File: config.mk
export PLATFORM = sky130hd
export DESIGN_NAME = sau_attr_unit
export DESIGN_NICKNAME = d
export VERILOG_FILES = /design/src/rtl/sau_pkg.sv /design/src/rtl/sau_cfg_regs.sv /design/src/rtl/sau_region_match.sv /design/src/rtl/sau_alias_attr.sv /design/src/rtl/sau_attr_merge.sv /design/src/rtl/sau_attr_unit.sv
export SDC_FILE = /design/constraint.sdc
export NUM_CORES = 1
export LEC_CHECK = 0
export BUFFER_PORTS_ARGS = -buffer_cell sky130_fd_sc_hd__buf_2
export CAP_MARGIN = 30
export CORE_AREA = 4 4 205 257
export CTS_CLUSTER_DIAMETER = 60
export DETAILED_ROUTE_END_ITERATION = 7
export DIE_AREA = 0 0 209 261
export PLACE_DENSITY = 0.71
export SETUP_SLACK_MARGIN = 0.2
export SYNTH_ARGS = -nofsm -noshare
export SYNTH_HDL_FRONTEND = slang
export SYNTH_SLANG_ARGS = --single-unit
File: constraint.sdc
create_clock -name clk -period 7.65 [get_ports clk]
set_clock_uncertainty 0.05 [all_clocks]
set_input_delay 0.3825 -clock clk [delete_from_list [all_inputs] [get_ports clk]]
set_output_delay 0.3825 -clock clk [all_outputs]
set_load 0.05 [all_outputs]
File: src/rtl/sau_pkg.sv
`timescale 1ns/1ps
package sau_pkg;

    localparam int SAU_ADDR_W    = 32;
    localparam int SAU_GRAN_LOG2 = 5;
    localparam int SAU_TAG_W     = SAU_ADDR_W - SAU_GRAN_LOG2;

    typedef struct packed {
        logic ns;
        logic nsc;
    } attr_t;

    localparam attr_t ATTR_SEC  = '{ns: 1'b0, nsc: 1'b0};
    localparam attr_t ATTR_NSC  = '{ns: 1'b0, nsc: 1'b1};
    localparam attr_t ATTR_NSEC = '{ns: 1'b1, nsc: 1'b0};

    typedef enum logic [1:0] {
        CFG_CTRL  = 2'd0,
        CFG_BASE  = 2'd1,
        CFG_LIMIT = 2'd2,
        CFG_FLAGS = 2'd3
    } cfg_kind_e;

    typedef struct packed {
        logic [SAU_TAG_W-1:0] base;
        logic [SAU_TAG_W-1:0] limit;
        logic                 en;
        logic                 nsc;
    } region_cfg_t;

    // 2 = secure, 1 = callable, 0 = non-secure
    function automatic logic [1:0] attr_rank(attr_t a);
        if (a.ns)       return 2'd0;
        else if (a.nsc) return 2'd1;
        else            return 2'd2;
    endfunction

    function automatic attr_t attr_stronger(attr_t a, attr_t b);
        return (attr_rank(a) >= attr_rank(b)) ? a : b;
    endfunction

endpackage

File: src/rtl/sau_cfg_regs.sv
`timescale 1ns/1ps
module sau_cfg_regs
    import sau_pkg::*;
#(
    parameter int NUM_REGIONS = 8,
    localparam int IDX_W = $clog2(NUM_REGIONS)
) (
    input  logic                                clk,
    input  logic                                rst,
    input  logic                                cfg_we,
    input  logic                                cfg_secure,
    input  logic [1:0]                          cfg_kind,
    input  logic [IDX_W-1:0]                    cfg_region,
    input  logic [SAU_TAG_W-1:0]                cfg_wdata,
    output logic                                unit_en,
    output region_cfg_t [NUM_REGIONS-1:0]       regions
);

    logic                          unit_en_q;
    region_cfg_t [NUM_REGIONS-1:0] regs_q;
    logic                          wr_ok;
    cfg_kind_e                     kind;

    assign wr_ok = cfg_we && cfg_secure;
    assign kind  = cfg_kind_e'(cfg_kind);

    always_ff @(posedge clk) begin
        if (rst) begin
            unit_en_q <= 1'b0;
            regs_q    <= '0;
        end else if (wr_ok) begin
            unique case (kind)
                CFG_CTRL:  unit_en_q <= cfg_wdata[0];
                CFG_BASE:  regs_q[cfg_region].base  <= cfg_wdata;
                CFG_LIMIT: regs_q[cfg_region].limit <= cfg_wdata;
                CFG_FLAGS: begin
                    regs_q[cfg_region].en  <= cfg_wdata[0];
                    regs_q[cfg_region].nsc <= cfg_wdata[1];
                end
                default: ;
            endcase
        end
    end

    assign unit_en = unit_en_q;
    assign regions = regs_q;

    // a write from the non-secure world leaves all configuration intact
    p_ns_write_ignored_r8: assert property (@(posedge clk) disable iff (rst)
        (cfg_we && !cfg_secure) |=> ($stable(unit_en_q) && $stable(regs_q)));

    // a secure enable write is visible right after its edge
    p_enable_write_r9: assert property (@(posedge clk) disable iff (rst)
        (cfg_we && cfg_secure && cfg_kind == 2'd0) |=> (unit_en == $past(cfg_wdata[0])));

    // configuration is cleared by reset
    p_reset_clear_r2: assert property (@(posedge clk)
        $past(rst) |-> (!unit_en && regions == '0));

endmodule

File: src/rtl/sau_region_match.sv
`timescale 1ns/1ps
module sau_region_match
    import sau_pkg::*;
#(
    parameter int NUM_REGIONS = 8,
    localparam int IDX_W = $clog2(NUM_REGIONS),
    localparam int CNT_W = IDX_W + 1
) (
    input  logic                          clk,
    input  logic                          rst,
    input  logic                          unit_en,
    input  region_cfg_t [NUM_REGIONS-1:0] regions,
    input  logic [SAU_ADDR_W-1:0]         addr,
    output logic                          hit_one,
    output logic                          hit_multi,
    output logic [IDX_W-1:0]              hit_idx,
    output logic                          hit_nsc
);

    logic [NUM_REGIONS-1:0] hit_vec;
    logic [CNT_W-1:0]       hit_cnt;
    logic [IDX_W-1:0]       last_idx;
    logic                   last_nsc;

    for (genvar g = 0; g < NUM_REGIONS; g++) begin : g_cmp
        logic [SAU_ADDR_W-1:0] lo_addr;
        logic [SAU_ADDR_W-1:0] hi_addr;
        assign lo_addr    = {regions[g].base,  {SAU_GRAN_LOG2{1'b0}}};
        assign hi_addr    = {regions[g].limit, {SAU_GRAN_LOG2{1'b1}}};
        assign hit_vec[g] = unit_en && regions[g].en &&
                            (addr >= lo_addr) && (addr <= hi_addr);
    end

    always_comb begin
        hit_cnt  = '0;
        last_idx = '0;
        last_nsc = 1'b0;
        for (int i = 0; i < NUM_REGIONS; i++) begin
            if (hit_vec[i]) begin
                hit_cnt  = hit_cnt + CNT_W'(1);
                last_idx = IDX_W'(i);
                last_nsc = regions[i].nsc;
            end
        end
    end

    assign hit_one   = (hit_cnt == CNT_W'(1));
    assign hit_multi = (hit_cnt > CNT_W'(1));
    assign hit_idx   = hit_one ? last_idx : '0;
    assign hit_nsc   = hit_one && last_nsc;

    // overlap never reports a single region
    p_multi_no_single_r5: assert property (@(posedge clk) disable iff (rst)
        hit_multi |-> (!hit_one && hit_idx == '0));

    // a disabled unit reports no region at all
    p_disabled_nohit_r10: assert property (@(posedge clk) disable iff (rst)
        !unit_en |-> (!hit_one && !hit_multi));

    // a reported region really holds the address
    p_hit_in_range_r3: assert property (@(posedge clk) disable iff (rst)
        hit_one |-> (regions[hit_idx].en &&
                     addr[SAU_ADDR_W-1:SAU_GRAN_LOG2] >= regions[hit_idx].base &&
                     addr[SAU_ADDR_W-1:SAU_GRAN_LOG2] <= regions[hit_idx].limit));

endmodule

File: src/rtl/sau_alias_attr.sv
`timescale 1ns/1ps
module sau_alias_attr
    import sau_pkg::*;
(
    input  logic  alias_sel,
    output attr_t fixed_attr
);

    assign fixed_attr = alias_sel ? ATTR_SEC : ATTR_NSEC;

endmodule

File: src/rtl/sau_attr_merge.sv
`timescale 1ns/1ps
module sau_attr_merge
    import sau_pkg::*;
(
    input  logic  hit_one,
    input  logic  hit_nsc,
    input  attr_t fixed_attr,
    output attr_t prog_attr,
    output attr_t final_attr
);

    always_comb begin
        if (!hit_one)     prog_attr = ATTR_SEC;
        else if (hit_nsc) prog_attr = ATTR_NSC;
        else              prog_attr = ATTR_NSEC;
    end

    assign final_attr = attr_stronger(prog_attr, fixed_attr);

endmodule

File: src/rtl/sau_attr_unit.sv
`timescale 1ns/1ps
module sau_attr_unit
    import sau_pkg::*;
#(
    parameter int NUM_REGIONS = 8,
    parameter int ALIAS_BIT   = 28,
    localparam int IDX_W = $clog2(NUM_REGIONS)
) (
    input  logic                   clk,
    input  logic                   rst,
    input  logic                   cfg_we,
    input  logic                   cfg_secure,
    input  logic [1:0]             cfg_kind,
    input  logic [IDX_W-1:0]       cfg_region,
    input  logic [SAU_TAG_W-1:0]   cfg_wdata,
    input  logic [SAU_ADDR_W-1:0]  lookup_addr,
    output logic                   attr_ns,
    output logic                   attr_nsc,
    output logic                   region_hit,
    output logic [IDX_W-1:0]       region_num,
    output logic                   multi_hit
);

    logic                          unit_en;
    region_cfg_t [NUM_REGIONS-1:0] regions;
    logic                          hit_one;
    logic                          hit_multi;
    logic [IDX_W-1:0]              hit_idx;
    logic                          hit_nsc;
    attr_t                         fixed_attr;
    attr_t                         prog_attr;
    attr_t                         final_attr;

    sau_cfg_regs #(.NUM_REGIONS(NUM_REGIONS)) u_regs (
        .clk        (clk),
        .rst        (rst),
        .cfg_we     (cfg_we),
        .cfg_secure (cfg_secure),
        .cfg_kind   (cfg_kind),
        .cfg_region (cfg_region),
        .cfg_wdata  (cfg_wdata),
        .unit_en    (unit_en),
        .regions    (regions)
    );

    sau_region_match #(.NUM_REGIONS(NUM_REGIONS)) u_match (
        .clk       (clk),
        .rst       (rst),
        .unit_en   (unit_en),
        .regions   (regions),
        .addr      (lookup_addr),
        .hit_one   (hit_one),
        .hit_multi (hit_multi),
        .hit_idx   (hit_idx),
        .hit_nsc   (hit_nsc)
    );

    sau_alias_attr u_alias (
        .alias_sel  (lookup_addr[ALIAS_BIT]),
        .fixed_attr (fixed_attr)
    );

    sau_attr_merge u_merge (
        .hit_one    (hit_one),
        .hit_nsc    (hit_nsc),
        .fixed_attr (fixed_attr),
        .prog_attr  (prog_attr),
        .final_attr (final_attr)
    );

    assign attr_ns    = final_attr.ns;
    assign attr_nsc   = final_attr.nsc;
    assign region_hit = hit_one;
    assign region_num = hit_idx;
    assign multi_hit  = hit_multi;

    // the two flags never describe a fourth state
    p_flags_exclusive_r1: assert property (@(posedge clk) disable iff (rst)
        !(attr_ns && attr_nsc));

    // the secure alias always resolves to secure
    p_alias_secure_r6: assert property (@(posedge clk) disable iff (rst)
        lookup_addr[ALIAS_BIT] |-> (!attr_ns && !attr_nsc));

    // a disabled unit leaves everything secure
    p_disabled_secure_r2: assert property (@(posedge clk) disable iff (rst)
        !unit_en |-> (!attr_ns && !attr_nsc));

    // the merged result is never weaker than either source
    p_merge_not_weaker_r7: assert property (@(posedge clk) disable iff (rst)
        (attr_rank(final_attr) >= attr_rank(fixed_attr)) &&
        (attr_rank(final_attr) >= attr_rank(prog_attr)));

    // an overlap yields secure
    p_multi_secure_r5: assert property (@(posedge clk) disable iff (rst)
        multi_hit |-> (!attr_ns && !attr_nsc));

endmodule

==> flow_summary_export.csv <==
group,metric,value,unit
worst_setup_path,cp_slowest_stage_delay,0.40,ns
sta,setup_tns,0,ns
cts,numCtsBuffers,48,
placement,place_congestion,0.970,
synth,synth.most_common_cell,"nand2_1",
drt,vias,25200,
cts,holdBufCountCts,0,
grt,grtUsageTotal,0.316,
floorplan,fp.coreArea,50200,um^2
worst_setup_path,worstPathArrival,6.79,ns
drt,wl_per_cell,20.2,um
worst_setup_path,worstSetupEndpoint,"attr_nsc",
final_layout,synthToLayoutAreaGrowth,10.5,%
cts,htree_levels,2,
cts,post_cts_buffers,0,
placement,hpwl,62.0,mm
worst_setup_path,path_class,"reg2out",
floorplan,start_util,0.548,
final_layout,multiInputGateArea,16200,um^2
sta,fin_crit_sh,0.944,
final_layout,fin_util,0.605,
drt,final_antenna_net_count,0,
synth,yosys-top-cells-area,"dfxtp_1 (33%), ha_1 (20%), nand2_1 (13%)",
grt,antenna_found_initial,2,
synth,synth_edf_count,0,
placement,placed_area,28700,um^2
cts,cts_tree,"done",
cts,ctsResizeCount,0,
synth,synth.distinct_cells,84,
drt,wirelength,88.7,mm
grt,grt_max_degree,169,
synth,yosysWarnings,0,
final_layout,drive_gt1_frac,0.0725,
drt,first_pass_iters,6,
grt,grt_use_met3,0.0428,
synth,syn_inst,3685,
cts,cts_root_buf,"clkbuf_16",
worst_setup_path,r2r-end,"u_regs.unit_en",
power,vdd_drop_max,167,uV
worst_setup_path,worst_setup_path_end_kind,"output port",
final_layout,seq_area,8990,um^2
sta,final-hold-violation-count,0,
drt,drc,0,
power,p_per_area,177,nW/um^2
final_layout,nNetsFinal,4196,
synth,synth_area_per_cell,7.46,um^2
cts,clk_latency,0.60,ns
synth,yosys.area.top_type_share,0.327,
grt,busiest_layer,"met2",
drt,drtIter0Drc,1935,
worst_setup_path,critPathMostFrequentCell,"ha_1",
worst_setup_path,worstPathMaxFanout,6,
drt,via_per_inst,5.76,
grt,grt_pass1_wl,135,mm
sta,rsz0062_at_grt,"yes",
synth,syn_nets,4192,
sta,setup_viol,0,
job,drv_cap,0,
floorplan,fp.dieH,261,um
grt,gr-usage-met2,0.537,
grt,first_global_vias,23600,
power,power.leakage,0.0107,uW
run_status,status,"completed",
cts,clk_pin_slew,0.06,ns
synth,async_reset_ff_frac,0,
worst_setup_path,ff2ff_path_depth,3,
worst_setup_path,start_kind,"flop",
synth,syn-cell-area,27500,um^2
placement,numPortBuffers,74,
sta,slew_headroom,0.303,
cts,cts_sinks,449,
synth,ys_seq_area_frac,0.327,
floorplan,die_w,209,um
worst_setup_path,r2r_start,"u_regs.unit_en",
sta,worst_slew_pin_slew,1.04,ns
cts,clock_path_buffers,3,
grt,gr-total-overflow,0,
floorplan,die_area,54500,um^2
synth,synth-seq-cells,449,
sta,slew_violations,0,
power,total_power,5360,uW
final_layout,fillCellCount,4674,
floorplan,rows,92,
synth,synth_top_flop_cell,"dfxtp_1",
synth,ys_top_cells_by_count,"nand2_1 (959), a21oi_1 (563), inv_1 (451)",
sta,fmax,139,MHz
grt,grtUsageMet1,0.389,
worst_setup_path,r2r_slack,6.41,ns
floorplan,ios,75,
worst_setup_path,critPathRequiredTime,7.22,ns
sta,min_period,7.22,ns
worst_setup_path,slowest_stage,"xor3_1",
min_path,hold_path_class,"in2reg",
synth,synth_top_cell_by_area,"dfxtp_1",
final_layout,fin_area,30400,um^2
==> how the worst min path moves through the flow <==
| stage | startpoint | slack (ns) | cells after the start | to |
|---|---|---|---|---|
| floorplan | flop | 0.38 | 2 | flop |
| global placement | flop | 0.39 | 2 | flop |
| detailed placement | flop | 0.40 | 2 | flop |
| CTS | cfg_kind[1] | 0.12 | 3 | flop |
| global route | cfg_kind[1] | 0.15 | 3 | flop |
| finish | cfg_kind[1] | 0.14 | 3 | flop |
==> layout make-up <==
cell class | count | area share
antenna | 2 | 0.000165
clock inverter | 13 | 0.00495
clock buffer | 74 | 0.0481
timing repair buffer | 141 | 0.0340
sequential | 449 | 0.296
tap | 658 | 0.0271
multi-input combinational | 2597 | 0.534
inverter | 452 | 0.0559
==> metrics by stage <==
step | hold slack, ns | setup slack, ns | instances
final | 0.138 | 0.432 | 4386
after global routing | 0.151 | 0.132 | 4386
after floorplan | 0.382 | 0.509 | 3685
after detailed placement | 0.396 | 0.463 | 4296
after global placement | 0.391 | 0.549 | 4289
after CTS | 0.122 | 0.218 | 4383
==> power by group <==
part | total, uW | switching (uW) | internal, uW
combinational | 571 | 385 | 186
clock | 2440 | 1030 | 1410
sequential | 2350 | 5.32 | 2350
total | 5360 | 1420 | 3940
==> kinds of logic (layout without fill, tap and decap cells) <==
family / count (synthesis) / count (layout) / share of synthesized area
multiplexers: 6 / 6 / 0.00241
adder cells (fa/ha/maj): 439 / 439 / 0.200
buffers and inverters: 639 / 680 / 0.0875
AO/OA/AOI/OAI: 835 / 835 / 0.175
other: 0 / 2 / 0
AND/OR/NAND/NOR: 1302 / 1302 / 0.201
XOR/XNOR: 15 / 15 / 0.00751
flip-flops: 449 / 449 / 0.327
==> worst max-delay path: cells and delay by family (launching register included) <==
family          cells  cell delay (ns)
fa+ha+maj           6             1.71
buf+inv             4             0.46
xor+xnor            2             0.61
compound gates      8             1.93
simple gates        5             0.84
mux                 1             0.30
flops               1             0.33
==> layout by cell type (no fill, tap or decap), types with 7 or more instances in the layout <==
| master | instances |
|---|---|
| and2_1 | 7 |
| clkinv_2 | 7 |
| nor2_2 | 10 |
| a211oi_1 | 28 |
| nor3_1 | 24 |
| clkbuf_8 | 14 |
| nand2b_1 | 10 |
| inv_1 | 451 |
| or2_2 | 8 |
| a21o_1 | 73 |
| clkbuf_1 | 11 |
| o21ai_0 | 70 |
| a2111oi_0 | 7 |
| o21a_1 | 14 |
| nand3_1 | 61 |
| a21oi_1 | 563 |
| a31oi_1 | 7 |
| buf_2 | 69 |
| nand2_1 | 959 |
| nor2_1 | 61 |
| nor2b_1 | 15 |
| ha_1 | 438 |
| nor2_4 | 7 |
| nand4_1 | 86 |
| clkbuf_16 | 49 |
| buf_4 | 62 |
| nor4_1 | 18 |
| dfxtp_1 | 449 |
==> layer usage <==
| layer | routed length [um] | share of wire |
|---|---|---|
| met3 | 5720 | 0.065 |
| met1 | 35600 | 0.40 |
| met2 | 41700 | 0.47 |
| met5 | 0 | 0 |
| met4 | 5670 | 0.064 |
Note: power is estimated with default switching activity, not from simulation.
